## src/rtl/dcg_pkg.sv

```systemverilog
package dcg_pkg;
  parameter int CH_COUNT = 8;
  parameter int LEVEL_W  = 4;
  localparam int SEL_W   = $clog2(CH_COUNT);
  localparam int HALF    = CH_COUNT / 2;
  localparam logic [LEVEL_W-1:0] RESERVED_LVL = '1;

  typedef struct packed {
    logic [CH_COUNT-1:0] maskSet;
    logic [CH_COUNT-1:0] maskClr;
    logic [CH_COUNT-1:0] tcSet;
    logic [CH_COUNT-1:0] rqSet;
    logic [CH_COUNT-1:0] chanClr;
    logic                allClr;
    logic                rdLo;
    logic                rdHi;
    logic                tcFire;
  } gateStrobes_t;
endpackage

```

## src/rtl/dcg_ctrl.sv

```systemverilog
module dcg_ctrl
  import dcg_pkg::*;
(
  input  logic                ctlReset,
  input  logic                chanReset,
  input  logic [SEL_W-1:0]    chanResetSel,
  input  logic                attnValid,
  input  logic [SEL_W-1:0]    attnChan,
  input  logic                doneValid,
  input  logic [SEL_W-1:0]    doneChan,
  input  logic                errValid,
  input  logic [SEL_W-1:0]    errChan,
  input  logic                xferValid,
  input  logic [SEL_W-1:0]    xferChan,
  input  logic [CH_COUNT-1:0] chainPending,
  input  logic                statusRdLo,
  input  logic                statusRdHi,
  output gateStrobes_t        str
);
  logic                doneFinal;
  logic [CH_COUNT-1:0] attnHit;
  logic [CH_COUNT-1:0] doneHit;
  logic [CH_COUNT-1:0] errHit;
  logic [CH_COUNT-1:0] xferHit;
  logic [CH_COUNT-1:0] rstHit;

  // completion only ends the operation when no list entry remains
  assign doneFinal = doneValid && !chainPending[doneChan];

  for (genvar c = 0; c < CH_COUNT; c++) begin : g_dec
    assign attnHit[c] = attnValid && (attnChan == SEL_W'(c));
    assign doneHit[c] = doneFinal && (doneChan == SEL_W'(c));
    assign errHit[c]  = errValid  && (errChan  == SEL_W'(c));
    assign xferHit[c] = xferValid && (xferChan == SEL_W'(c));
    assign rstHit[c]  = chanReset && (chanResetSel == SEL_W'(c));
  end

  always_comb begin
    str         = '0;
    str.allClr  = ctlReset;
    str.maskClr = attnHit;
    str.maskSet = doneHit | errHit;
    str.tcSet   = doneHit;
    str.rqSet   = xferHit;
    str.chanClr = rstHit;
    str.rdLo    = statusRdLo;
    str.rdHi    = statusRdHi;
    str.tcFire  = doneFinal;
  end
endmodule

```

## src/rtl/dcg_datapath.sv

```systemverilog
module dcg_datapath
  import dcg_pkg::*;
(
  input  logic                clk,
  input  logic                rstN,
  input  gateStrobes_t        str,
  input  logic                levelWrEn,
  input  logic [SEL_W-1:0]    levelWrChan,
  input  logic [LEVEL_W-1:0]  levelWrData,
  input  logic [SEL_W-1:0]    levelRdChan,
  output logic [LEVEL_W-1:0]  levelRdData,
  input  logic                grantValid,
  input  logic [LEVEL_W-1:0]  grantLevel,
  output logic                startValid,
  output logic [SEL_W-1:0]    startChan,
  output logic                tcOut,
  output logic [CH_COUNT-1:0] maskBits,
  output logic [CH_COUNT-1:0] tcFlags,
  output logic [CH_COUNT-1:0] rqFlags
);
  logic [LEVEL_W-1:0]  levels [CH_COUNT];
  logic [CH_COUNT-1:0] hit;
  logic                anyHit;
  logic [SEL_W-1:0]    pick;
  logic [CH_COUNT-1:0] byteKeep;
  logic [CH_COUNT-1:0] maskNext;
  logic [CH_COUNT-1:0] tcNext;
  logic [CH_COUNT-1:0] rqNext;

  // parallel comparators; the reserved level is excluded on the grant side
  for (genvar c = 0; c < CH_COUNT; c++) begin : g_match
    assign hit[c] = grantValid && (grantLevel != RESERVED_LVL)
                    && (levels[c] == grantLevel) && !maskBits[c];
  end

  assign anyHit = |hit;

  // lowest channel wins: scan downward so the last assignment is the lowest
  always_comb begin
    pick = '0;
    for (int c = CH_COUNT - 1; c >= 0; c--) begin
      if (hit[c]) pick = SEL_W'(c);
    end
  end

  // per-byte read clear; the low byte owns the low half of the channels
  always_comb begin
    byteKeep = '1;
    if (str.rdLo) byteKeep[HALF-1:0] = '0;
    if (str.rdHi) byteKeep[CH_COUNT-1:HALF] = '0;
  end

  always_comb begin
    maskNext = (maskBits & ~str.maskClr) | str.maskSet;
    tcNext   = ((tcFlags & byteKeep) | str.tcSet) & ~str.chanClr;
    rqNext   = ((rqFlags & byteKeep) | str.rqSet) & ~str.chanClr;
    if (str.allClr) begin
      maskNext = '1;
      tcNext   = '0;
      rqNext   = '0;
    end
  end

  always_ff @(posedge clk or negedge rstN) begin
    if (!rstN) begin
      maskBits   <= '1;
      tcFlags    <= '0;
      rqFlags    <= '0;
      startValid <= 1'b0;
      startChan  <= '0;
      tcOut      <= 1'b0;
    end else begin
      maskBits   <= maskNext;
      tcFlags    <= tcNext;
      rqFlags    <= rqNext;
      startValid <= anyHit && !str.allClr;
      startChan  <= pick;
      tcOut      <= str.tcFire && !str.allClr;
    end
  end

  always_ff @(posedge clk or negedge rstN) begin
    if (!rstN) begin
      for (int c = 0; c < CH_COUNT; c++) levels[c] <= RESERVED_LVL;
    end else if (levelWrEn) begin
      levels[levelWrChan] <= levelWrData;
    end
  end

  assign levelRdData = levels[levelRdChan];

  // the reserved level never produces a start
  a_r3_reserved_level_idle: assert property (@(posedge clk) disable iff (!rstN)
    (grantValid && grantLevel == RESERVED_LVL) |=> !startValid);

  // a start only follows a grant
  a_r2_start_after_grant: assert property (@(posedge clk) disable iff (!rstN)
    startValid |-> $past(grantValid));

  // a controller reset leaves no status behind
  a_r9_ctl_reset_clears: assert property (@(posedge clk) disable iff (!rstN)
    str.allClr |=> (tcFlags == '0 && rqFlags == '0 && !startValid));

  // the terminal-count pulse lasts one cycle unless completion repeats
  a_r10_tc_pulse: assert property (@(posedge clk) disable iff (!rstN)
    (tcOut && !str.tcFire) |=> !tcOut);
endmodule

```

## src/rtl/dma_chan_gate.sv

```systemverilog
module dma_chan_gate
  import dcg_pkg::*;
(
  input  logic                clk,
  input  logic                rstN,
  input  logic                ctlReset,
  input  logic                chanReset,
  input  logic [SEL_W-1:0]    chanResetSel,
  input  logic                levelWrEn,
  input  logic [SEL_W-1:0]    levelWrChan,
  input  logic [LEVEL_W-1:0]  levelWrData,
  input  logic [SEL_W-1:0]    levelRdChan,
  output logic [LEVEL_W-1:0]  levelRdData,
  input  logic                attnValid,
  input  logic [SEL_W-1:0]    attnChan,
  input  logic                doneValid,
  input  logic [SEL_W-1:0]    doneChan,
  input  logic                errValid,
  input  logic [SEL_W-1:0]    errChan,
  input  logic                xferValid,
  input  logic [SEL_W-1:0]    xferChan,
  input  logic [CH_COUNT-1:0] chainPending,
  input  logic                grantValid,
  input  logic [LEVEL_W-1:0]  grantLevel,
  output logic                startValid,
  output logic [SEL_W-1:0]    startChan,
  output logic                tcOut,
  output logic [CH_COUNT-1:0] busyByte,
  input  logic                statusRdLo,
  input  logic                statusRdHi,
  output logic [CH_COUNT-1:0] statusLo,
  output logic [CH_COUNT-1:0] statusHi
);
  gateStrobes_t        str;
  logic [CH_COUNT-1:0] maskBits;
  logic [CH_COUNT-1:0] tcFlags;
  logic [CH_COUNT-1:0] rqFlags;

  dcg_ctrl u_ctrl (
    .ctlReset(ctlReset), .chanReset(chanReset), .chanResetSel(chanResetSel),
    .attnValid(attnValid), .attnChan(attnChan),
    .doneValid(doneValid), .doneChan(doneChan),
    .errValid(errValid), .errChan(errChan),
    .xferValid(xferValid), .xferChan(xferChan),
    .chainPending(chainPending),
    .statusRdLo(statusRdLo), .statusRdHi(statusRdHi),
    .str(str)
  );

  dcg_datapath u_dp (
    .clk(clk), .rstN(rstN), .str(str),
    .levelWrEn(levelWrEn), .levelWrChan(levelWrChan), .levelWrData(levelWrData),
    .levelRdChan(levelRdChan), .levelRdData(levelRdData),
    .grantValid(grantValid), .grantLevel(grantLevel),
    .startValid(startValid), .startChan(startChan), .tcOut(tcOut),
    .maskBits(maskBits), .tcFlags(tcFlags), .rqFlags(rqFlags)
  );

  assign busyByte = ~maskBits;
  assign statusLo = {tcFlags[HALF-1:0], rqFlags[HALF-1:0]};
  assign statusHi = {tcFlags[CH_COUNT-1:HALF], rqFlags[CH_COUNT-1:HALF]};

  // busy byte reads zero right after a controller reset
  a_r6_reset_not_busy: assert property (@(posedge clk) disable iff (!rstN)
    ctlReset |=> busyByte == '0);

  // an error disables the failing channel
  a_r5_err_disables: assert property (@(posedge clk) disable iff (!rstN)
    (errValid && !ctlReset) |=> !busyByte[$past(errChan)]);

  // a completion with a chain pending raises no pulse
  a_r10_chain_quiet: assert property (@(posedge clk) disable iff (!rstN)
    (doneValid && chainPending[doneChan]) |=> !tcOut);

  // an activity set in the cycle of a low-byte read survives
  a_r8_set_survives_read: assert property (@(posedge clk) disable iff (!rstN)
    (statusRdLo && xferValid && !xferChan[SEL_W-1] && !ctlReset && !chanReset)
    |=> statusLo[$past(xferChan)]);
endmodule

```

## config.mk

```make
export PLATFORM = sky130hd
export DESIGN_NAME = dma_chan_gate
export DESIGN_NICKNAME = d
export VERILOG_FILES = /design/src/rtl/dcg_pkg.sv /design/src/rtl/dcg_ctrl.sv /design/src/rtl/dcg_datapath.sv /design/src/rtl/dma_chan_gate.sv
export SDC_FILE = /design/constraint.sdc
export NUM_CORES = 1
export LEC_CHECK = 0
export ABC_AREA = 1
export BUFFER_PORTS_ARGS = -buffer_cell sky130_fd_sc_hd__buf_4
export CORE_UTILIZATION = 41
export CTS_BUF_LIST = sky130_fd_sc_hd__clkbuf_8
export DETAILED_ROUTE_END_ITERATION = 8
export PLACE_DENSITY = 0.67
export REMOVE_ABC_BUFFERS = 1
export SLEW_MARGIN = 20
export SYNTH_ARGS = -nofsm -noshare
export SYNTH_HDL_FRONTEND = slang
export SYNTH_SLANG_ARGS = --single-unit
```

## constraint.sdc

```tcl
create_clock -name clk -period 1.15 [get_ports clk]
set_input_delay 0.115 -clock clk [delete_from_list [all_inputs] [get_ports clk]]
set_output_delay 0.115 -clock clk [all_outputs]
set_load 0.01 [all_outputs]
```

Yosys cells after proc, flatten, opt, wreduce, memory -nomap -nowiden
Index checks and enable logic that the tools add are counted.
{"block": "word_totals", "regBits": 61, "out_inout_bits": 33, "word_cells": 174}
{"block": "classes", "magnitude_cmp": 4, "eq_ne": 44, "mux": 21, "bitwise": 14, "reduce_logical": 77}
{"op": "1-bit logical AND", "n": 61}
{"op": "3-bit equality test, second input constant", "n": 20}
{"op": "8-bit AND", "n": 5}
{"op": "32-bit bitwise mux", "n": 1}
{"op": "4-bit equality test", "n": 8}
{"op": "8-bit OR", "n": 4}
{"op": "3-bit by 2-bit equality test with 1-bit output, second input constant", "n": 10}
{"op": "3-bit two-way mux", "n": 8}
{"op": "8-bit two-way mux", "n": 3}
{"op": "8-bit inverter", "n": 3}
{"op": "4-bit two-way mux", "n": 5}
{"op": "3-bit by 1-bit equality test with 1-bit output, second input constant", "n": 5}
{"op": "3-bit logical NOT", "n": 5}
{"op": "4-bit binary-select mux with 3-bit select", "n": 1}
{"op": "4-bit demux with 3-bit select", "n": 1}
{"op": "1-bit logical NOT", "n": 10}
{"op": "4-bit greater-or-equal comparator, second input constant", "n": 2}
{"op": "3-bit inverter with 4-bit output", "n": 2}
{"op": "8-bit OR reduction", "n": 1}
{"op": "3-bit by 4-bit < comparator with 1-bit output, second input constant", "n": 1}
{"op": "4-bit by 1-bit < comparator with 1-bit output, second input constant", "n": 1}
{"op": "4-bit inequality test, second input constant", "n": 1}
{"op": "1-bit binary-select mux with 3-bit select", "n": 1}
{"op": "1-bit two-way mux", "n": 1}

Depth between registers and ports, before layout
{"block": "depth", "depth_word": 12, "depth_mapped": 13, "ltp_nobuf": 12}

Modules after synthesis
Synthesis repeated with hierarchy kept, for this count alone.
{"block": "hier_totals", "cells_unflattened": 542, "hier_area_um2": 3823.7}
{"mod": "dcg_datapath", "n_inst": 1, "cells_each": 398, "area_each_um2": 3184.3, "seq_area_each_um2": 1576.5}
{"mod": "dcg_ctrl", "n_inst": 1, "cells_each": 136, "area_each_um2": 609.3, "seq_area_each_um2": 0.0}
{"mod": "dma_chan_gate", "n_inst": 1, "cells_each": 8, "area_each_um2": 30.0, "seq_area_each_um2": 0.0}

Worst setup path after synthesis
Ideal clock, no wire load.
{"block": "synth_path", "kind": "register to register", "start": "register u_dp.levels[0] (netlist name)", "end": "register u_dp.startChan[0]", "setup_ns": 0.073, "t_arrival_ns": 1.176, "required_time_ns": 1.077, "path_slack_ns": -0.099, "stages_incl_launch_ff": 13, "cell_sequence": "dfstp_2 > inv_1 > nand2_1 > nand2_1 > nor2_1 > nand2_1 > nor2_1 > nand2_1 > nand2_1 > nand2_1 > nand2_1 > nand2_1 > a21oi_2"}
{"block": "synth_between", "elab_chain_cells": 11}
{"element": "start, declared", "line_no": "dcg_datapath.sv:21", "source": "logic [LEVEL_W-1:0] levels [CH_COUNT];"}
{"element": "start signal, assigned by index", "line_no": "dcg_datapath.sv:86", "source": "levels[levelWrChan] <= levelWrData;"}
{"element": "4-bit equality test", "line_no": "dcg_datapath.sv:33", "source": "&& (levels[c] == grantLevel) && !maskBits[c];"}
{"element": "1-bit logical AND (2 in a row)", "line_no": "dcg_datapath.sv:33"}
{"element": "3-bit two-way mux (8 in a row)", "line_no": "dcg_datapath.sv:42", "source": "if (hit[c]) pick = SEL_W'(c);"}
{"element": "named net u_dp.pick[0]", "line_no": "dcg_datapath.sv:24", "source": "logic [SEL_W-1:0] pick;"}
{"element": "end signal, assigned", "line_no": "dcg_datapath.sv:77", "source": "startChan <= pick;"}
{"element": "end, declared", "line_no": "dcg_datapath.sv:15", "source": "output logic [SEL_W-1:0] startChan,"}
The timed path passes the listed nets, and every way through them passes these cells.
A chain may end at the register's enable or synchronous reset.

Final worst setup path
{"block": "layout_path", "start": "register u_dp.levels[26] (netlist name)", "end": "output port levelRdData[2]"}
{"block": "layout_between", "elab_chain_cells": 3}
{"element": "4-bit binary-select mux with 3-bit select", "line_no": "dcg_datapath.sv:90", "source": "assign levelRdData = levels[levelRdChan];"}
{"element": "4-bit two-way mux (not written as such) (2 in a row)", "line_no": "dcg_datapath.sv:90"}
{"element": "end, declared", "line_no": "dma_chan_gate.sv:13", "source": "output logic [LEVEL_W-1:0] levelRdData,"}
Every way passes these cells. The select of a mux whose other input is x is not followed.

==> summary.txt <==
Power
  • PwrDens: roughly 1200 nW/µm²
  • Peak supply drop: about 0.00064 V
  • Leak pwr: 2.57 nW
  • Design Power: around 6.4 mW

Detailed routing
  • Vias: roughly 3900
  • WL per Instance: between 10 and 15 µm
  • DRT iter0 DRCs: between 200 and 300
  • Routed Antenna Nets: 0
  • Routed wire length: between 10000 and 15000 µm
  • TritonRoute pass-1 iters: 5
  • DRC Markers: 0
  • Via/cell ratio: roughly 5.2

Setup path
  • CP max-delay cell: dfstp_2
  • CP Capture Type: output port
  • Critical path, cell by cell: inv_1 > a21oi_1 > o21ai_1 > a31oi_1 > buf_4
  • Startpoint types: flip-flop
  • Worst EP required: roughly 1000 ps
  • Crit path from: u_dp.levels[26]$_DFFE_PN1P_
  • CP arrival: about 1600 ps
  • Crit-path max cell delay: 540 ps
  • RR Startpoint: u_dp.levels[3]$_DFFE_PN1P_
  • Critical path fanouts, max: 2
  • R2r setup slk: -410 ps
  • Critical setup path kind: reg2out

Cells and area
  • Footprint of the multi-input gates: ~1700 µm²
  • Share of cells above drive strength 1: 39.6%
  • P&R area growth vs syn: 43.9%
  • FILL cells: 718
  • FF/Latch Area: approximately 1600 µm²
  • Post-layout nets: ~700
  • Commonest non-fill, non-tap cell in the layout: buf_4
  • Post-route cell area: between 5000 and 6000 µm²
  • Most frequent cells in the layout: 123 x buf_4, 121 x nand2_1, 53 x nor2_1, 48 x inv_1, 48 x o21ai_0
  • ANT cells: 0

Timing
  • Slew headroom: between 70 and 80%
  • Final period util: 145%
  • Clock skew: 8.94 ps
  • Hold WS: 18.9 ps
  • RSZ-0062 raised after global routing: true
  • Final Hold Fails: 0
  • Final setup fails: 16
  • Min cycle time layout: approximately 1700 ps
  • F_max: approximately 0.6 GHz
  • Least-Margin Pin Slew: 415 ps
  • Slew Limit Fails: 0
  • Final WS setup: -520 ps

Die
  • Die area: 9060 µm²
  • Initial core utilization: a little over two fifths
  • Ports: between 80 and 90
  • Vert. Die Dim: ~95 µm
  • Row cnt: 33
  • Core region area: 8300 µm²
  • Die width: roughly 95 µm

Placed design
  • Post-DP Area: between 4000 and 5000 µm²
  • Pre-CTS WS: -274 ps
  • Post-detail-place hpwl: between 8000 and 9000 µm
  • Port Buf Inserts: slightly above 80
  • GP Congestion: around 0.96

Clock tree
  • Clk buf depth: 2
  • CTS tree: done
  • CTS root buffer: clkbuf_8
  • H-tree depth: 3
  • Clock Sinks: 61
  • Worst-Skew Late Latency: 340 ps
  • Clk slew on worst S/H paths: ~70 ps
  • CTS Buf Count: 9

Status
  • Status: finished, violations left
  • Violated checks: setup timing

Synthesis
  • Avg Cell Area, Syn: between 7 and 8 µm²
  • Mapped Cells: 486
  • Sequential area share after synthesis: 44.3%
  • Synth Cell Area: around 3600 µm²
  • YS warnings: 0
  • Distinct cells, synth: 32
  • #FFs+latches synth: 61

Global routing
  • Largest net degree at the start of global routing: 25
  • Number of global-route vias before repair: between 3000 and 4000
  • Initial antenna violation count: 0
  • GRT Util Overall: roughly 25%
  • First-pass GRT wire length: between 15000 and 20000 µm
  • GRT overflow: 0

Worst hold path
  • Hold WC Path Type: in2reg
  • Hold path start: ctlReset

Job
  • Max-cap viol count: 0
power by group:
group	internal [mW]	switching, mW	total, mW
Sequential	2.55	0.205	2.76
Clock	1.01	0.930	1.94
Combinational	0.789	0.877	1.67
stage by stage:
| step | utilization [%] | setup TNS (ps) | instances |
|---|---|---|---|
| CTS | 60.5 | -3720 | 742 |
| detailed placement | 55.5 | -1890 | 709 |
| floorplan | - | -302 | 478 |
| global placement | 55.5 | -1620 | 709 |
| global route | 61.7 | -4680 | 747 |
| finish | 61.7 | -3830 | 747 |
synthesized netlist by cell type:
master	n	area, µm²
nand2_1	125	469
o21ai_0	63	315
inv_1	61	229
nor2_1	57	214
dfstp_2	40	1050
a21oi_1	31	155
dfrtp_1	21	526
nand3_1	16	80.1
a22oi_1	8	60.1
a31oi_1	7	43.8
nand2_2	7	43.8
nand4_1	7	43.8
xor2_1	7	61.3
inv_2	4	15.0
nor2_2	4	25.0
buf_2	3	15.0
buf_6	3	33.8
nand3_2	3	30.0
a211oi_2	2	25.0
a221oi_1	2	17.5
nor3_1	2	10.0
o21ai_1	2	10.0
o22ai_1	2	12.5
a211oi_1	1	7.51
a21oi_2	1	8.76
buf_4	1	7.51
clkbuf_1	1	3.75
clkinv_1	1	3.75
nor3_2	1	10.0
o21ai_4	1	16.3
o31ai_1	1	7.51
xnor2_1	1	8.76
worst paths after layout:
path	end	depth (start not counted)
min	u_dp.startValid$_DFF_PN0_	2
max	levelRdData[2]	5
min in group asynchronous	u_dp.rqFlags[3]$_DFF_PN0_	2
max reg2reg	u_dp.startChan[0]$_DFF_PN0_	13
min reg2reg	u_dp.levels[11]$_DFFE_PN1P_	2
max in group asynchronous	u_dp.levels[11]$_DFFE_PN1P_	3
metal layers:
metal / global-route usage (%) / vias to the layer above / share of wire, %
li1: - / 1890 / -
met1: 35.1 / 1827 / 45
met2: 39.9 / 125 / 47
met3: 5.50 / 17 / 5.9
met4: 6.19 / 0 / 1.5
met5: 0 / - / 0
final cells by class:
class	instances	share of cell area, %
Tap cell	105	2.57
Timing Repair Buffer	148	23.8
Sequential cell	61	30.8
Multi-Input combinational cell	351	34.2
Clock inverter	7	1.44
Inverter	66	4.84
Clock buffer	9	2.42
worst max-delay path: cells and delay by family (launching register included):
kind | cells | cell delay [ps]
flip-flops | 1 | 540
buffers and inverters | 2 | 210
AO/OA/AOI/OAI | 3 | 460
flip-flops by register name (all words and copies together), names as in the netlist:
name             count
u_dp.levels         32
u_dp.maskBits        8
u_dp.rqFlags         8
u_dp.tcFlags         8
u_dp.startChan       3
u_dp.startValid      1
u_dp.tcOut           1
cell families (layout without fill, tap and decap cells):
family	after synthesis	count (layout)	share of synthesized area, %
and+or+nand+nor	222	222	26.0
AOI/OAI and AO/OA	121	121	19.1
buffers and inverters	74	230	8.65
DFF	61	61	44.3
xor gates and xnor gates	8	8	1.97
timing repair:
item / in CTS / in global routing
resized for setup: 46 / 21
setup endpoints to repair: 16 / 16
hold buffers: 3 / 0
buffers inserted: 14 / 5
pin swaps: 15 / 14
endpoints found under the hold margin: 39 / 0
cloned: 0 / 0
Power figures use the tool's default switching activity.
